## config.mk

```make
export PLATFORM = sky130hd
export DESIGN_NAME = access_fault_unit
export DESIGN_NICKNAME = d
export VERILOG_FILES = /design/src/rtl/afu_pkg.sv /design/src/rtl/afu_align_check.sv /design/src/rtl/afu_stack_window.sv /design/src/rtl/afu_syndrome.sv /design/src/rtl/access_fault_unit.sv
export SDC_FILE = /design/constraint.sdc
export NUM_CORES = 1
export LEC_CHECK = 0
export ABC_CLOCK_PERIOD_IN_PS = 3200
export CAP_MARGIN = 25
export CORE_AREA = 10 10 129 131
export DETAILED_ROUTE_END_ITERATION = 10
export DIE_AREA = 0 0 139 141
export PLACE_DENSITY = 0.78
export SLEW_MARGIN = 40
export SYNTH_ARGS = -nofsm -noshare
export SYNTH_HDL_FRONTEND = slang
export SYNTH_SLANG_ARGS = --single-unit
```

## constraint.sdc

```tcl
create_clock -name clk -period 3.2 [get_ports clk]
set_clock_uncertainty 0.1 [all_clocks]
set_input_delay 0.32 -clock clk [delete_from_list [all_inputs] [get_ports clk]]
set_output_delay 0.32 -clock clk [all_outputs]
set_load 0.01 [all_outputs]
```

## src/rtl/afu_pkg.sv

```systemverilog
package afu_pkg;
  localparam int CAUSE_W   = 5;
  localparam int DEST_W    = 5;
  localparam int DEST_LSB  = 5;
  localparam int WRITE_BIT = 10;
  localparam int WORD_BIT  = 11;
  localparam int NSRC      = 4;

  typedef enum logic [CAUSE_W-1:0] {
    CAUSE_NONE      = 5'd0,
    CAUSE_UNALIGNED = 5'd1,
    CAUSE_IBUS      = 5'd3,
    CAUSE_DBUS      = 5'd4,
    CAUSE_STACK     = 5'd7
  } cause_e;

  // source slots, lower index wins
  localparam int SRC_IBUS  = 0;
  localparam int SRC_ALIGN = 1;
  localparam int SRC_STACK = 2;
  localparam int SRC_DBUS  = 3;
endpackage

```

## src/rtl/afu_align_check.sv

```systemverilog
module afu_align_check #(
  parameter int AW = 32
) (
  input  logic          valid,
  input  logic [AW-1:0] addr,
  input  logic [1:0]    size,
  output logic          misaligned,
  output logic          is_word
);
  logic [1:0] size_mask;

  always_comb begin
    unique case (size)
      2'd0:    size_mask = 2'b00;
      2'd1:    size_mask = 2'b01;
      default: size_mask = 2'b11;
    endcase
  end

  assign is_word    = size[1];
  assign misaligned = valid && ((addr[1:0] & size_mask) != 2'b00);
endmodule

```

## src/rtl/afu_stack_window.sv

```systemverilog
module afu_stack_window #(
  parameter int AW = 32
) (
  input  logic          clk,
  input  logic          rst,
  input  logic          wr_en,
  input  logic          wr_sel,
  input  logic [AW-1:0] wr_data,
  input  logic          chk_en,
  input  logic [AW-1:0] addr,
  output logic [AW-1:0] lim_lo,
  output logic [AW-1:0] lim_hi,
  output logic          violation
);
  always_ff @(posedge clk) begin
    if (rst) begin
      lim_lo <= '0;
      lim_hi <= '1;
    end else if (wr_en) begin
      if (wr_sel) lim_hi <= wr_data;
      else        lim_lo <= wr_data;
    end
  end

  assign violation = chk_en && ((addr < lim_lo) || (addr > lim_hi));
endmodule

```

## src/rtl/afu_syndrome.sv

```systemverilog
module afu_syndrome #(
  parameter int AW   = 32,
  parameter int SW   = 32,
  parameter int NSRC = 4
) (
  input  logic                     clk,
  input  logic                     rst,
  input  logic [NSRC-1:0]          claim,
  input  logic [NSRC-1:0]          raise,
  input  logic [NSRC-1:0]          wr_stat,
  input  logic [NSRC-1:0][AW-1:0]  src_addr,
  input  logic [NSRC-1:0][SW-1:0]  src_stat,
  output logic [AW-1:0]            fault_addr,
  output logic [SW-1:0]            fault_status,
  output logic                     exc_req
);
  logic          hit;
  logic          sel_raise;
  logic          sel_wr;
  logic [AW-1:0] sel_addr;
  logic [SW-1:0] sel_stat;

  // walk from lowest priority upward so the lowest index is kept last
  always_comb begin
    hit       = 1'b0;
    sel_raise = 1'b0;
    sel_wr    = 1'b0;
    sel_addr  = '0;
    sel_stat  = '0;
    for (int i = NSRC - 1; i >= 0; i--) begin
      if (claim[i]) begin
        hit       = 1'b1;
        sel_raise = raise[i];
        sel_wr    = wr_stat[i];
        sel_addr  = src_addr[i];
        sel_stat  = src_stat[i];
      end
    end
  end

  always_ff @(posedge clk) begin
    if (rst) begin
      fault_addr   <= '0;
      fault_status <= '0;
      exc_req      <= 1'b0;
    end else begin
      exc_req <= hit && sel_raise;
      if (hit) fault_addr <= sel_addr;
      if (hit && sel_wr) fault_status <= sel_stat;
    end
  end
endmodule

```

## src/rtl/access_fault_unit.sv

```systemverilog
module access_fault_unit
  import afu_pkg::*;
#(
  parameter int AW = 32,
  parameter int SW = 32
) (
  input  logic          clk,
  input  logic          rst,
  input  logic          lim_wr_en,
  input  logic          lim_wr_sel,
  input  logic [AW-1:0] lim_wr_data,
  input  logic          acc_valid,
  input  logic [AW-1:0] acc_addr,
  input  logic [1:0]    acc_size,
  input  logic          acc_write,
  input  logic [4:0]    acc_dest,
  input  logic          acc_stack,
  input  logic          exc_enable,
  input  logic          cfg_ibus_exc,
  input  logic          cfg_dbus_exc,
  input  logic          ibus_err,
  input  logic [AW-1:0] ibus_addr,
  input  logic          dbus_err,
  input  logic [AW-1:0] dbus_addr,
  output logic [AW-1:0] fault_addr,
  output logic [SW-1:0] fault_status,
  output logic          exc_req
);
  logic          misaligned;
  logic          is_word;
  logic          stk_viol;
  logic [AW-1:0] lim_lo;
  logic [AW-1:0] lim_hi;

  logic [NSRC-1:0]         claim;
  logic [NSRC-1:0]         raise;
  logic [NSRC-1:0]         wr_stat;
  logic [NSRC-1:0][AW-1:0] src_addr;
  logic [NSRC-1:0][SW-1:0] src_stat;

  afu_align_check #(.AW(AW)) align_i (
    .valid      (acc_valid),
    .addr       (acc_addr),
    .size       (acc_size),
    .misaligned (misaligned),
    .is_word    (is_word)
  );

  afu_stack_window #(.AW(AW)) window_i (
    .clk       (clk),
    .rst       (rst),
    .wr_en     (lim_wr_en),
    .wr_sel    (lim_wr_sel),
    .wr_data   (lim_wr_data),
    .chk_en    (acc_valid && acc_stack),
    .addr      (acc_addr),
    .lim_lo    (lim_lo),
    .lim_hi    (lim_hi),
    .violation (stk_viol)
  );

  always_comb begin
    claim    = '0;
    raise    = '0;
    wr_stat  = '0;
    src_addr = '0;
    src_stat = '0;

    claim[SRC_IBUS]    = ibus_err && exc_enable;
    raise[SRC_IBUS]    = cfg_ibus_exc;
    wr_stat[SRC_IBUS]  = cfg_ibus_exc;
    src_addr[SRC_IBUS] = ibus_addr;
    src_stat[SRC_IBUS][CAUSE_W-1:0] = CAUSE_IBUS;

    claim[SRC_ALIGN]    = misaligned;
    raise[SRC_ALIGN]    = exc_enable;
    wr_stat[SRC_ALIGN]  = 1'b1;
    src_addr[SRC_ALIGN] = acc_addr;
    src_stat[SRC_ALIGN][CAUSE_W-1:0]                 = CAUSE_UNALIGNED;
    src_stat[SRC_ALIGN][DEST_LSB +: DEST_W]          = acc_dest;
    src_stat[SRC_ALIGN][WRITE_BIT]                   = acc_write;
    src_stat[SRC_ALIGN][WORD_BIT]                    = is_word;

    claim[SRC_STACK]    = stk_viol;
    raise[SRC_STACK]    = 1'b1;
    wr_stat[SRC_STACK]  = 1'b1;
    src_addr[SRC_STACK] = acc_addr;
    src_stat[SRC_STACK][CAUSE_W-1:0] = CAUSE_STACK;

    claim[SRC_DBUS]    = dbus_err && exc_enable;
    raise[SRC_DBUS]    = cfg_dbus_exc;
    wr_stat[SRC_DBUS]  = cfg_dbus_exc;
    src_addr[SRC_DBUS] = dbus_addr;
    src_stat[SRC_DBUS][CAUSE_W-1:0] = CAUSE_DBUS;
  end

  afu_syndrome #(.AW(AW), .SW(SW), .NSRC(NSRC)) synd_i (
    .clk          (clk),
    .rst          (rst),
    .claim        (claim),
    .raise        (raise),
    .wr_stat      (wr_stat),
    .src_addr     (src_addr),
    .src_stat     (src_stat),
    .fault_addr   (fault_addr),
    .fault_status (fault_status),
    .exc_req      (exc_req)
  );
endmodule

```

==> results by stage, run 1 <==
Placed design:
- The number of buffers inserted by port buffering is 189.
- The pre-CTS setup slack is -241 ps.
- Routability-driven placement finished with a final weighted congestion of 0.908.
- Once detailed placement completed, the half-perimeter wirelength came to 15.9 mm.

Logic synthesis:
- During synthesis, Yosys emitted a total of 0 warnings.
- The synthesized netlist contains 46 unique library cells.
- The number of synthesized register bits is 107.
- The cell area that synthesis handed to floorplanning was 6180 um2.
- The share of synthesized area in the top cell type comes to 0.346.
- After technology mapping, the gate count stands at 737.
- The portion of the post-synthesis area used by sequential elements is 0.346.
- By area the synthesized netlist is led by dfxtp_1 (35%), ha_1 (13%), nand2_1 (9.5%).
- The number of synthesized flops with an enable pin is 0.
- After synthesis, the share of flip-flops with an asynchronous set or reset is 0.
- The most frequently used flop master after synthesis is dfxtp_1.
- dfxtp_1 takes more of the synthesized area than any other cell.
- The average cell area after synthesis is 8.39 um2.

Routing:
- After detailed routing, the average wire length per cell comes to 18.0 um.
- The initial detailed-routing violation count is between 400 and 500.
- The count of TritonRoute iterations in the first routing pass is 5.
- The final wirelength is 20.3 mm.
- The detail route stage leaves a number of antenna-violating nets equal to 0.
- Wire segments on met3 add up to between 1 and 1.5 mm in the final route.
- The routed via count divided by cell count is 5.28.
- The uppermost signal routing layer after detailed routing is met4.
- Wire segments on met2 add up to 9.50 mm in the final route.
- Summing over every cut layer, the via total after detailed routing is 5956.
- After detailed routing, the number of remaining DRC violations is 0.
- In the final routing, the length of wire on met1 measures 9.34 mm.

Global routing:
- The number of global-route vias before repair was 5982.
- The overall overflow remaining after global route is 0.
- The initial antenna violation count is 0.
- For this run, the total global-route usage over all layers was measured as 0.200.
- Entering global routing, the biggest net connects 71 pins.
- The wire length of the first global-routing pass is roughly 32 mm.

Min path:
- The worst hold path belongs to the class reg2reg.

Power:
- The worst-case IR drop observed on VDD is 269 uV.
- In this run the power density over the cells is between 400 and 500 nW/um2.
- The overall power is 3.49 mW.
- The leakage power summed over all cells is 3.97 nW.

Clocking:
- The clock edge transition at the registers on the reported setup and hold paths is 70 ps.
- For this design, the sink count on the clock tree is 107.
- TritonCTS created 9 clock buffers.
- TritonCTS built the clock tree.
- The count of H-tree levels built during CTS is 3.
- The clock latency at the later pin of the worst-skew pair is around 350 ps.
- Counting along the longest clock path gives a buffer depth of 2.
- The count of hold-fix buffers inserted at cts is 0.
- The buffers inserted during post-CTS setup optimization is 0.
- The master cell of the clock root buffer is clkbuf_16.

Finish:
- The share of cells above drive strength 1 is 0.0815.
- At the end of the flow, the number of nets in the layout was 1151.
- The total inserted antenna cells is 0.
- The most frequent standard cell in the layout excluding fill and tap cells is clkdlybuf4s50_1.
- The library cells used most frequently in the layout, excluding fill and tap cells, are clkdlybuf4s50_1 (188), nand2_1 (157), dfxtp_1 (107).
- Compared with the post-synthesis result, the final layout area differs by 40.8%.
- The filler cell count in the final layout is about 1300.

Worst setup path:
- The critical path data arrival time is around 3100 ps.
- The worst setup path is of the in2reg kind.
- The highest fanout seen on the critical path is 17.
- The critical path's top delay family is compound AO/OA/AOI/OAI gates.
- The slowest stage cell on the critical path is clkdlybuf4s50_1.
- The delay of the slowest cell on the worst path is 460 ps.
- The sort of element at the start of the critical path is an input port.
- Together, buffers and inverters on the worst path number 2.
- The critical path goes through clkdlybuf4s50_1 > ha_1 > a21oi_1 > o21ai_1 > a2111oi_0 > a21boi_1 > o2111a_2 > nor2_4 > buf_4 > mux2i_1 > a221o_1.
- Data on the critical path is required at its endpoint by 3330 ps.
- The worst setup path is captured at a flop.

STA:
- The part of the cycle the worst path needs is 0.939.
- At the pin with the least slew margin, the transition time is 776 ps.
- The post-route worst setup slack is about 190 ps.
- Setup violations remaining at the end of the flow were counted as 0.
- Setup repair after global routing left no endpoint under its margin.
- The maximum clock frequency is 333 MHz.
- The final count of pins violating max slew is 0.
- The worst pin sits at a relative slew slack of 0.482.
- After layout, the minimum clock period comes to 3010 ps.
- The number of hold-slack violations in the final timing report is 0.

Die:
- The die covers 19600 um2.
- The chip height is 141 um.
- The die outline width is 139 um.
- The row count is 44.
- The floorplan step defined a core boundary enclosing 14200 um2.
- In this run the count of I/O pins placed on the die edge is 212.
- The starting utilization of the core area is 0.435.

Job:
- The max capacitance violation total is 0.

Run status:
- The flow ran to the end, and the final reports show no timing, DRC or antenna violations.
-- registers in the layout (all words and copies together), names as in the netlist --
name / flops
window_i.lim_hi: 32
synd_i.fault_status: 10
synd_i.exc_req: 1
synd_i.fault_addr: 32
window_i.lim_lo: 32
-- metal layers --
metal | global-route usage | vias up
met4 | 0.0659 | 0
li1 | - | 2949
met3 | 0.0390 | 25
met1 | 0.257 | 2802
met2 | 0.328 | 180
met5 | 0 | -
-- cells in the mapped netlist (2+ instances only) --
cell,instances
ha_1,63
a21oi_1,62
a221o_1,32
o21ai_0,14
nand3_1,5
nor3_1,2
a211oi_1,3
nand2_1,157
and3_1,35
o21ai_1,2
a221oi_1,2
dfxtp_1,107
nor2_1,10
buf_6,4
nor2b_1,4
inv_1,67
clkbuf_1,33
clkbuf_4,3
buf_4,22
buf_1,2
o21a_1,2
nor4_2,3
a21o_1,2
nand4_1,9
mux2i_1,32
nand2b_1,2
a22o_1,7
a211o_1,33
-- report_power, final --
| group | total (mW) | internal (mW) | leakage, nW | switching (mW) |
|---|---|---|---|---|
| sequential | 1.48 | 1.43 | 0.882 | 0.0514 |
| clock | 1.13 | 0.625 | 0.142 | 0.502 |
| combinational | 0.882 | 0.477 | 2.94 | 0.405 |
-- cell families after synthesis --
family,synth area share
multiplexers,0.0518
other,0.000607
buffers and inverters,0.100
AND/OR/NAND/NOR,0.167
AO/OA/AOI/OAI,0.207
adder cells (fa/ha/maj),0.128
flip-flops,0.346
-- area by class of cell --
| cell class | count | area, um2 | area share |
|---|---|---|---|
| clock buffer | 11 | 243 | 0.0279 |
| clock inverter | 4 | 51.3 | 0.00589 |
| inverter | 67 | 251 | 0.0289 |
| multi-input combinational | 519 | 3530 | 0.405 |
| sequential | 107 | 2140 | 0.246 |
| tap | 184 | 230 | 0.0264 |
| timing repair buffer | 237 | 2260 | 0.260 |
-- per-stage QoR --
step                cell area (um2)  TNS [ps]  std cells  utilization  hold WS (ps)
floorplan                      6260         0        758            -           335
global placement               8390     -3420       1114        0.591           342
detailed placement             8390     -4760       1114        0.591           346
CTS                            8690         0       1129        0.612           354
global route                   8710         0       1129        0.613           374
finish                         8710         0       1129        0.613           349
-- final timing paths --
check	start	cells after the start	slack (ps)	end
max	acc_addr[17]	11	190	synd_i.fault_addr[17]$_SDFFE_PP0P_
min	synd_i.fault_status[2]$_SDFFE_PP0P_	2	350	synd_i.fault_status[2]$_SDFFE_PP0P_
max reg2reg	window_i.lim_hi[19]$_SDFFE_PP1P_	11	280	synd_i.fault_addr[17]$_SDFFE_PP0P_
min reg2reg	synd_i.fault_status[2]$_SDFFE_PP0P_	2	350	synd_i.fault_status[2]$_SDFFE_PP0P_
-- worst register-to-register path, stage by stage (launching register included) --
cell and delay, ps:
dfxtp_1 330, inv_1 50, ha_1 310, a21oi_1 180
o21ai_1 130, a2111oi_0 430, a21boi_1 160, o2111a_2 240
nor2_4 150, buf_4 310, mux2i_1 130, a221o_1 280
-- repair_timing --
action                     4_1_cts  5_1_grt
hold endpoints to repair         0        0
setup endpoints to repair        0        7
resized for setup                0        2
No activity file was read; power rests on OpenSTA's default activity.
==> run 2: changes to the inputs <==
ABC_CLOCK_PERIOD_IN_PS = 3700   (was 3200)
clock period = 3.7 ns   (was 3.2 ns; I/O delays follow)
==> run 2 against run 1 <==
Compared with the run above: die area is the same; utilization down 1.8 points; sequential share of layout area rose by 0.74 points; register-to-register slack improved by 510 ps; largest power group unchanged; worst setup slack better by 370 ps; clock power down 12%; critical path depth is the same; combinational power decreased by 18%; critical path type unchanged; flip-flop and latch count unchanged; final cell count shrank 2.8%.
==> results by stage, run 2 (synthesis results as in run 1) <==
Clocking:
- In this run the post-CTS setup repair buffer count came out at 0.
- For this design, the sink count on the clock tree is 107.
- The clock edge transition at the registers on the reported setup and hold paths is 70 ps.
- The number of buffers inserted during clock tree synthesis is 9.
- Buffers inserted to repair hold after CTS numbered 0.
- The clock tree synthesis step divided the H-tree into 3 levels.
- The post-cts gate resize count is 0.
- The master cell of the clock root buffer is clkbuf_16.
- The clock latency at the later pin of the worst-skew pair is 350 ps.
- TritonCTS built the clock tree.
- No sink is reached through more buffers than the 2 on the longest clock path.

Die:
- The die area is a little under 20000 um2.
- The area inside the core boundary is 14200 um2.
- The initial utilization of the core area, before any placement, comes to 0.435.
- In this run the core area contains 44 standard-cell rows.
- The die is 139 um wide.
- For this design the top-level I/O count stands at 212.
- The chip height is about 140 um.

Routing:
- For this block, the routed nets add up to around 20 mm of wire.
- The detail route stage leaves a number of antenna-violating nets equal to 0.
- For this block, the initial DRC count from the detailed router was about 570.
- The routed via count divided by cell count is 5.28.
- The routed length per instance is 18.3 um.
- The DRC violation count after routing is 0.
- The count of TritonRoute iterations in the first routing pass is 5.
- The final route contains 5789 vias.

Worst setup path:
- For flop-to-flop paths, the worst setup slack is between 700 and 800 ps.
- STA puts the critical path data required time at 3890 ps.
- The delay of the slowest cell on the worst path is 530 ps.
- STA classifies the critical path startpoint as an input port.
- The critical path data arrival time is between 3000 and 4000 ps.
- The slowest stage of the critical path is the clkdlybuf4s50_1 cell.
- The highest fanout seen on the critical path is 7.
- The setup path with the least slack is of type in2reg.
- Traced cell by cell, the critical path runs through clkdlybuf4s50_1 > ha_1 > nand4_1 > nor4_2 > nand3_1 > a21boi_1 > o2111a_2 > o32ai_2 > nor2b_1 > buf_4 > a22o_1.
- The worst setup path is captured at a flop.

Global routing:
- The number of global-route vias before repair came to 5782.
- In the global route stage, met3 resource usage came out at 0.0501.
- In this run the most used layer during global routing was met2.
- For met2 alone, demand over resource in global routing was 0.315.
- The maximum number of pins on one net before global-route repair is 70.
- For this run the aggregate overflow at the end of global routing stands at 0.
- Across every metal layer, demand over resource in global routing totals 0.196.
- The wire length of the first global-routing pass is 31.6 mm.
- The global routing usage on met1 is 0.252.
- The initial antenna violation count is 3.

STA:
- The number of hold-slack violations in the final timing report was 0.
- The total negative setup slack is 0 ps.
- Setup repair after global routing left no endpoint under its margin.
- The final count of pins violating max slew was 0.
- In this run the tightest slew margin relative to its limit is 0.523.
- Derived from the worst setup path, the maximum achievable clock frequency is 319 MHz.
- Dividing the final minimum period by the clock period gives 0.848.
- Setup violations remaining at the end of the flow were counted as 0.
- Counting I/O delays and the setup requirement, the final critical path takes roughly 3100 ps.
- The worst hold slack is 355 ps.
- The slew at the pin closest to its max-slew limit is 715 ps.

Finish:
- In the layout the commonest cells are clkdlybuf4s50_1 (188), nand2_1 (157), dfxtp_1 (107).
- The share of the core filled with cells in the final layout is 0.595.
- Of the cells placed in the final design, the portion with a size suffix greater than 1 is 0.0471.
- The total number of nets in the final design is 1117.
- The most frequent standard cell in the layout excluding fill and tap cells is clkdlybuf4s50_1.
- The filler cell count in the final layout is 1327.
- The largest registers in the layout are synd_i.fault_addr x32, window_i.lim_hi x32, window_i.lim_lo x32.
- With fillers left out, the area of the finished cells amounts to 8450 um2.
- From synthesis to final layout, the design area changed by 36.7%.

Power:
- For this design the static power due to leakage is 3.80 nW.
- The worst supply voltage drop on vdd is 253 uV.
- The power density relative to cell area is 355 nW/um2.

Placed design:
- Buffers placed on the I/O ports in this run total 189.
- In this run the cell area measured after placement is 8150 um2.
- The post-DP HPWL is 16.0 mm.
- The final weighted congestion of routability-driven global placement is 0.905.

Run status:
- The run finished with clean final reports.

Min path:
- The path type of the worst min-delay path is reg2reg.

Job:
- Max-cap violations in this run came to 0.
-- run 2: layout make-up --
cell class	count	area (um2)	share of cell area
clock inverter	5	60.1	0.00710
antenna	1	2.50	0.000296
tap	184	230	0.0272
timing repair buffer	203	2020	0.239
sequential	107	2140	0.253
inverter	67	251	0.0298
multi-input combinational	519	3510	0.415
clock buffer	11	243	0.0287
-- run 2: per-layer routing --
metal	vias to the layer above	wire length, um
met5	-	25
met4	4	386
met3	30	1260
met2	188	9310
met1	2679	9060
li1	2888	-
-- run 2: power by group --
group          internal [mW]  switching, mW
combinational          0.387          0.340
clock                  0.547          0.447
sequential              1.24         0.0451
total                   2.17          0.832
-- run 2: final timing paths --
check                                        start  cells past startpoint                                    to
setup / recovery                      acc_addr[14]                     11  synd_i.fault_status[10]$_SDFFE_PP0P_
hold / removal     window_i.lim_lo[9]$_SDFFE_PP0P_                      2       window_i.lim_lo[9]$_SDFFE_PP0P_
setup reg to reg  window_i.lim_hi[14]$_SDFFE_PP1P_                     11  synd_i.fault_status[10]$_SDFFE_PP0P_
hold reg to reg    window_i.lim_lo[9]$_SDFFE_PP0P_                      2       window_i.lim_lo[9]$_SDFFE_PP0P_
-- run 2: per-stage QoR --
stage / std cells / setup WS [ps] / power, mW
6_report: 1097 / 562 / 3.00
5_1_grt: 1097 / 406 / 3.14
4_1_cts: 1096 / 605 / 3.02
2_1_floorplan: 758 / 1090 / 1.68
3_3_place_gp: 1080 / 271 / 2.02
3_5_place_dp: 1080 / 237 / 2.03
-- run 2: worst max-delay path: cells and delay by family --
family                   cells  cell delay [ps]
AO/OA/AOI/OAI                4              950
adder cells (fa/ha/maj)      1              380
buffers and inverters        2              690
AND/OR/NAND/NOR              4              930
==> run 3: changes to the inputs <==
ABC_CLOCK_PERIOD_IN_PS = 3150   (was 3700)
clock period = 3.15 ns   (was 3.7 ns; I/O delays follow)
==> run 3 against run 2 <==
Compared with the run above: flip-flop and latch count unchanged; sequential share of layout area shrank 0.82 points; largest power group unchanged; highest routed layer is now met4; worst setup slack got worse by 370 ps; die area did not move; combinational power up 23%.
==> results by stage, run 3 (synthesis results as in run 1) <==
Worst setup path:
- The critical path data arrival time is slightly above 3000 ps.
- The highest fanout seen on the critical path is 12.
- The setup slack of the worst register-to-register path is 310 ps.
- Data on the critical path is required at its endpoint by 3290 ps.
- The sort of element at the start of the critical path is an input port.
- The type of element capturing the critical path is a flop.
- The class of the most critical setup path is in2reg.

STA:
- The number of hold-slack violations in the final timing report was 0.
- Final hold analysis gives a worst-case slack of approximately 350 ps.
- Setup violations remaining at the end of the flow were counted as 0.
- For this run, the top clock speed supported by timing is roughly 340 MHz.
- The part of the cycle the worst path needs is 0.939.
- The worst pin sits at a relative slew slack of 0.500.
- The slew at the pin closest to its max-slew limit is ~750 ps.
- The final count of pins violating max slew is 0.
- Setup total negative slack on the finished layout was measured at 0 ps.
- The clock period minus final worst setup slack is ~3000 ps.

Die:
- The chip height is 141 um.
- The row count is 44.
- The I/O pin total is 212.
- The floorplan step defined a die boundary enclosing 19600 um2.
- The starting utilization of the core area is 0.435.
- The floorplan step defined a core boundary enclosing 14200 um2.
- The die outline width is between 100 and 150 um.

Power:
- The share of total power dissipated in combinational logic is 0.251.
- The switching part of the total is 0.269.
- The power density relative to cell area is 408 nW/um2.
- The switching power summed over all nets is 0.960 mW.
- Summing internal, switching and leakage power gives between 3 and 4 mW.
- Of the total power, registers draw 0.422.
- Cell internal power was estimated by the tool at 2.61 mW.
- The clock group share of total power is 0.327.
- VDD sags by at most 293 uV.
- Summed over all cells, the static leakage comes to 3.99 nW.

Clocking:
- The maximum buffer depth of the clock tree is 2.
- The TritonCTS clock tree is done.
- In this run the clock root is driven by a clkbuf_16.
- The number of buffers inserted during clock tree synthesis is 9.
- The number of hold buffers added after CTS was 0.
- The clock edge transition at the registers on the reported setup and hold paths is 70 ps.
- The H-tree generated during clock tree synthesis spans 3 levels.
- The sink count of the clock tree is 107.
- The clock latency at the later pin of the worst-skew pair is between 300 and 400 ps.

Global routing:
- The maximum number of pins on one net before global-route repair is 71.
- In the global route stage, met2 resource usage came out at 0.324.
- The overall overflow remaining after global route is 0.
- The met3 capacity usage during global routing is 0.0393.
- The number of global-route vias before repair is 5966.
- The total routing usage reported by global routing is 0.198.
- The global routing usage on met1 is 0.252.
- The initial antenna violation count is 0.
- The wire length of the first global-routing pass is 31.9 mm.
- The most used routing layer in global routing is met2.

Finish:
- The largest registers in the layout are synd_i.fault_addr x32, window_i.lim_hi x32, window_i.lim_lo x32.
- The filler cell count in the final layout is 1259.
- The total inserted antenna cells is 0.
- The most frequent standard cell in the layout excluding fill and tap cells is clkdlybuf4s50_1.
- Measured on the finished design, the core utilization comes to 0.615.
- For this run, the number of standard cells in the final layout without fillers is 1127.
- The share of cells above drive strength 1 is 0.0817.
- Leaving out fill and tap cells, the most frequent cells in the layout are clkdlybuf4s50_1 (188), nand2_1 (157), dfxtp_1 (107).
- Relative to the synthesized area, the layout overhead comes to 41.3%.
- At the end of the flow, the number of nets in the layout was 1150.

Routing:
- In the routed layout, each cell is associated on average with a via count of between 5 and 6.
- The count of TritonRoute iterations in the first routing pass is 4.
- The DRC violation count after routing is 0.
- The routed length per instance is between 15 and 20 um.
- The final wirelength is 20.1 mm.
- The total via count after detailed routing is 5845.
- The remaining antenna violation count is 0.
- The initial detailed-routing violation count is between 400 and 500.

Job:
- The max capacitance violation total is 0.

Placed design:
- The number of placed instances with taps included is 1113.
- The number of buffers inserted by port buffering is 189.
- The final weighted congestion of routability-driven global placement is 0.916.
- Detailed placement finished with a half-perimeter wire length of about 16 mm.

Run status:
- The run finished with clean final reports.

Min path:
- The path type of the worst min-delay path is reg2reg.
[run 3: path summary, 6_finish.rpt]
path	from	endpoint	depth (start not counted)
worst max-delay path	acc_addr[26]	synd_i.fault_addr[3]$_SDFFE_PP0P_	11
worst min-delay path	window_i.lim_lo[3]$_SDFFE_PP0P_	window_i.lim_lo[3]$_SDFFE_PP0P_	2
worst max register to register	window_i.lim_lo[22]$_SDFFE_PP0P_	synd_i.fault_status[8]$_SDFFE_PP0P_	12
worst min register to register	window_i.lim_lo[3]$_SDFFE_PP0P_	window_i.lim_lo[3]$_SDFFE_PP0P_	2
[run 3: critical path, cell delays in order]
cell             delay, ps
clkdlybuf4s50_1        500
ha_1                   340
nand4_1                220
nor4_4                 330
a2111oi_1               90
a21boi_1               200
o2111a_2               320
nor2_4                  70
and3_1                 190
buf_4                  200
a221o_1                300
[run 3: area by class of cell]
cell class	instances	area [um2]	share of cell area
inverters	67	251	0.0288
clock buffers	12	267	0.0305
repair buffers	236	2260	0.259
flip-flops and latches	107	2140	0.245
well taps	184	230	0.0264
clock inverters	2	35.0	0.00401
multi-input cells	519	3550	0.406
[run 3: timing repair]
action | 4_1_cts | 5_1_grt
hold endpoints to repair | 0 | 0
setup endpoints to repair | 0 | 33
setup buffers | 0 | 0
resized for setup | 0 | 8
[run 3: power groups by stage]
stage | combinational, mW | clock [mW] | sequential [mW]
6_report | 0.896 | 1.17 | 1.50
2_1_floorplan | 0.421 | 0 | 1.55
3_5_place_dp | 0.881 | 0 | 1.53
4_1_cts | 0.886 | 1.19 | 1.50
3_3_place_gp | 0.867 | 0 | 1.53
5_1_grt | 0.982 | 1.22 | 1.52
[run 3: per-layer routing]
layer	vias to the layer above	wire length, um	share of wire
met5	-	0	0
met3	29	1110	0.055
met2	178	9400	0.47
met1	2689	9130	0.45
li1	2949	-	-
met4	0	454	0.023
[run 3: through the flow]
stage / setup slack [ps] / instance area, um2
3_5_place_dp: -191 / 8380
3_3_place_gp: -198 / 8380
6_report: 194 / 8740
5_1_grt: -7.63 / 8740
4_1_cts: 173 / 8690
2_1_floorplan: 569 / 6260
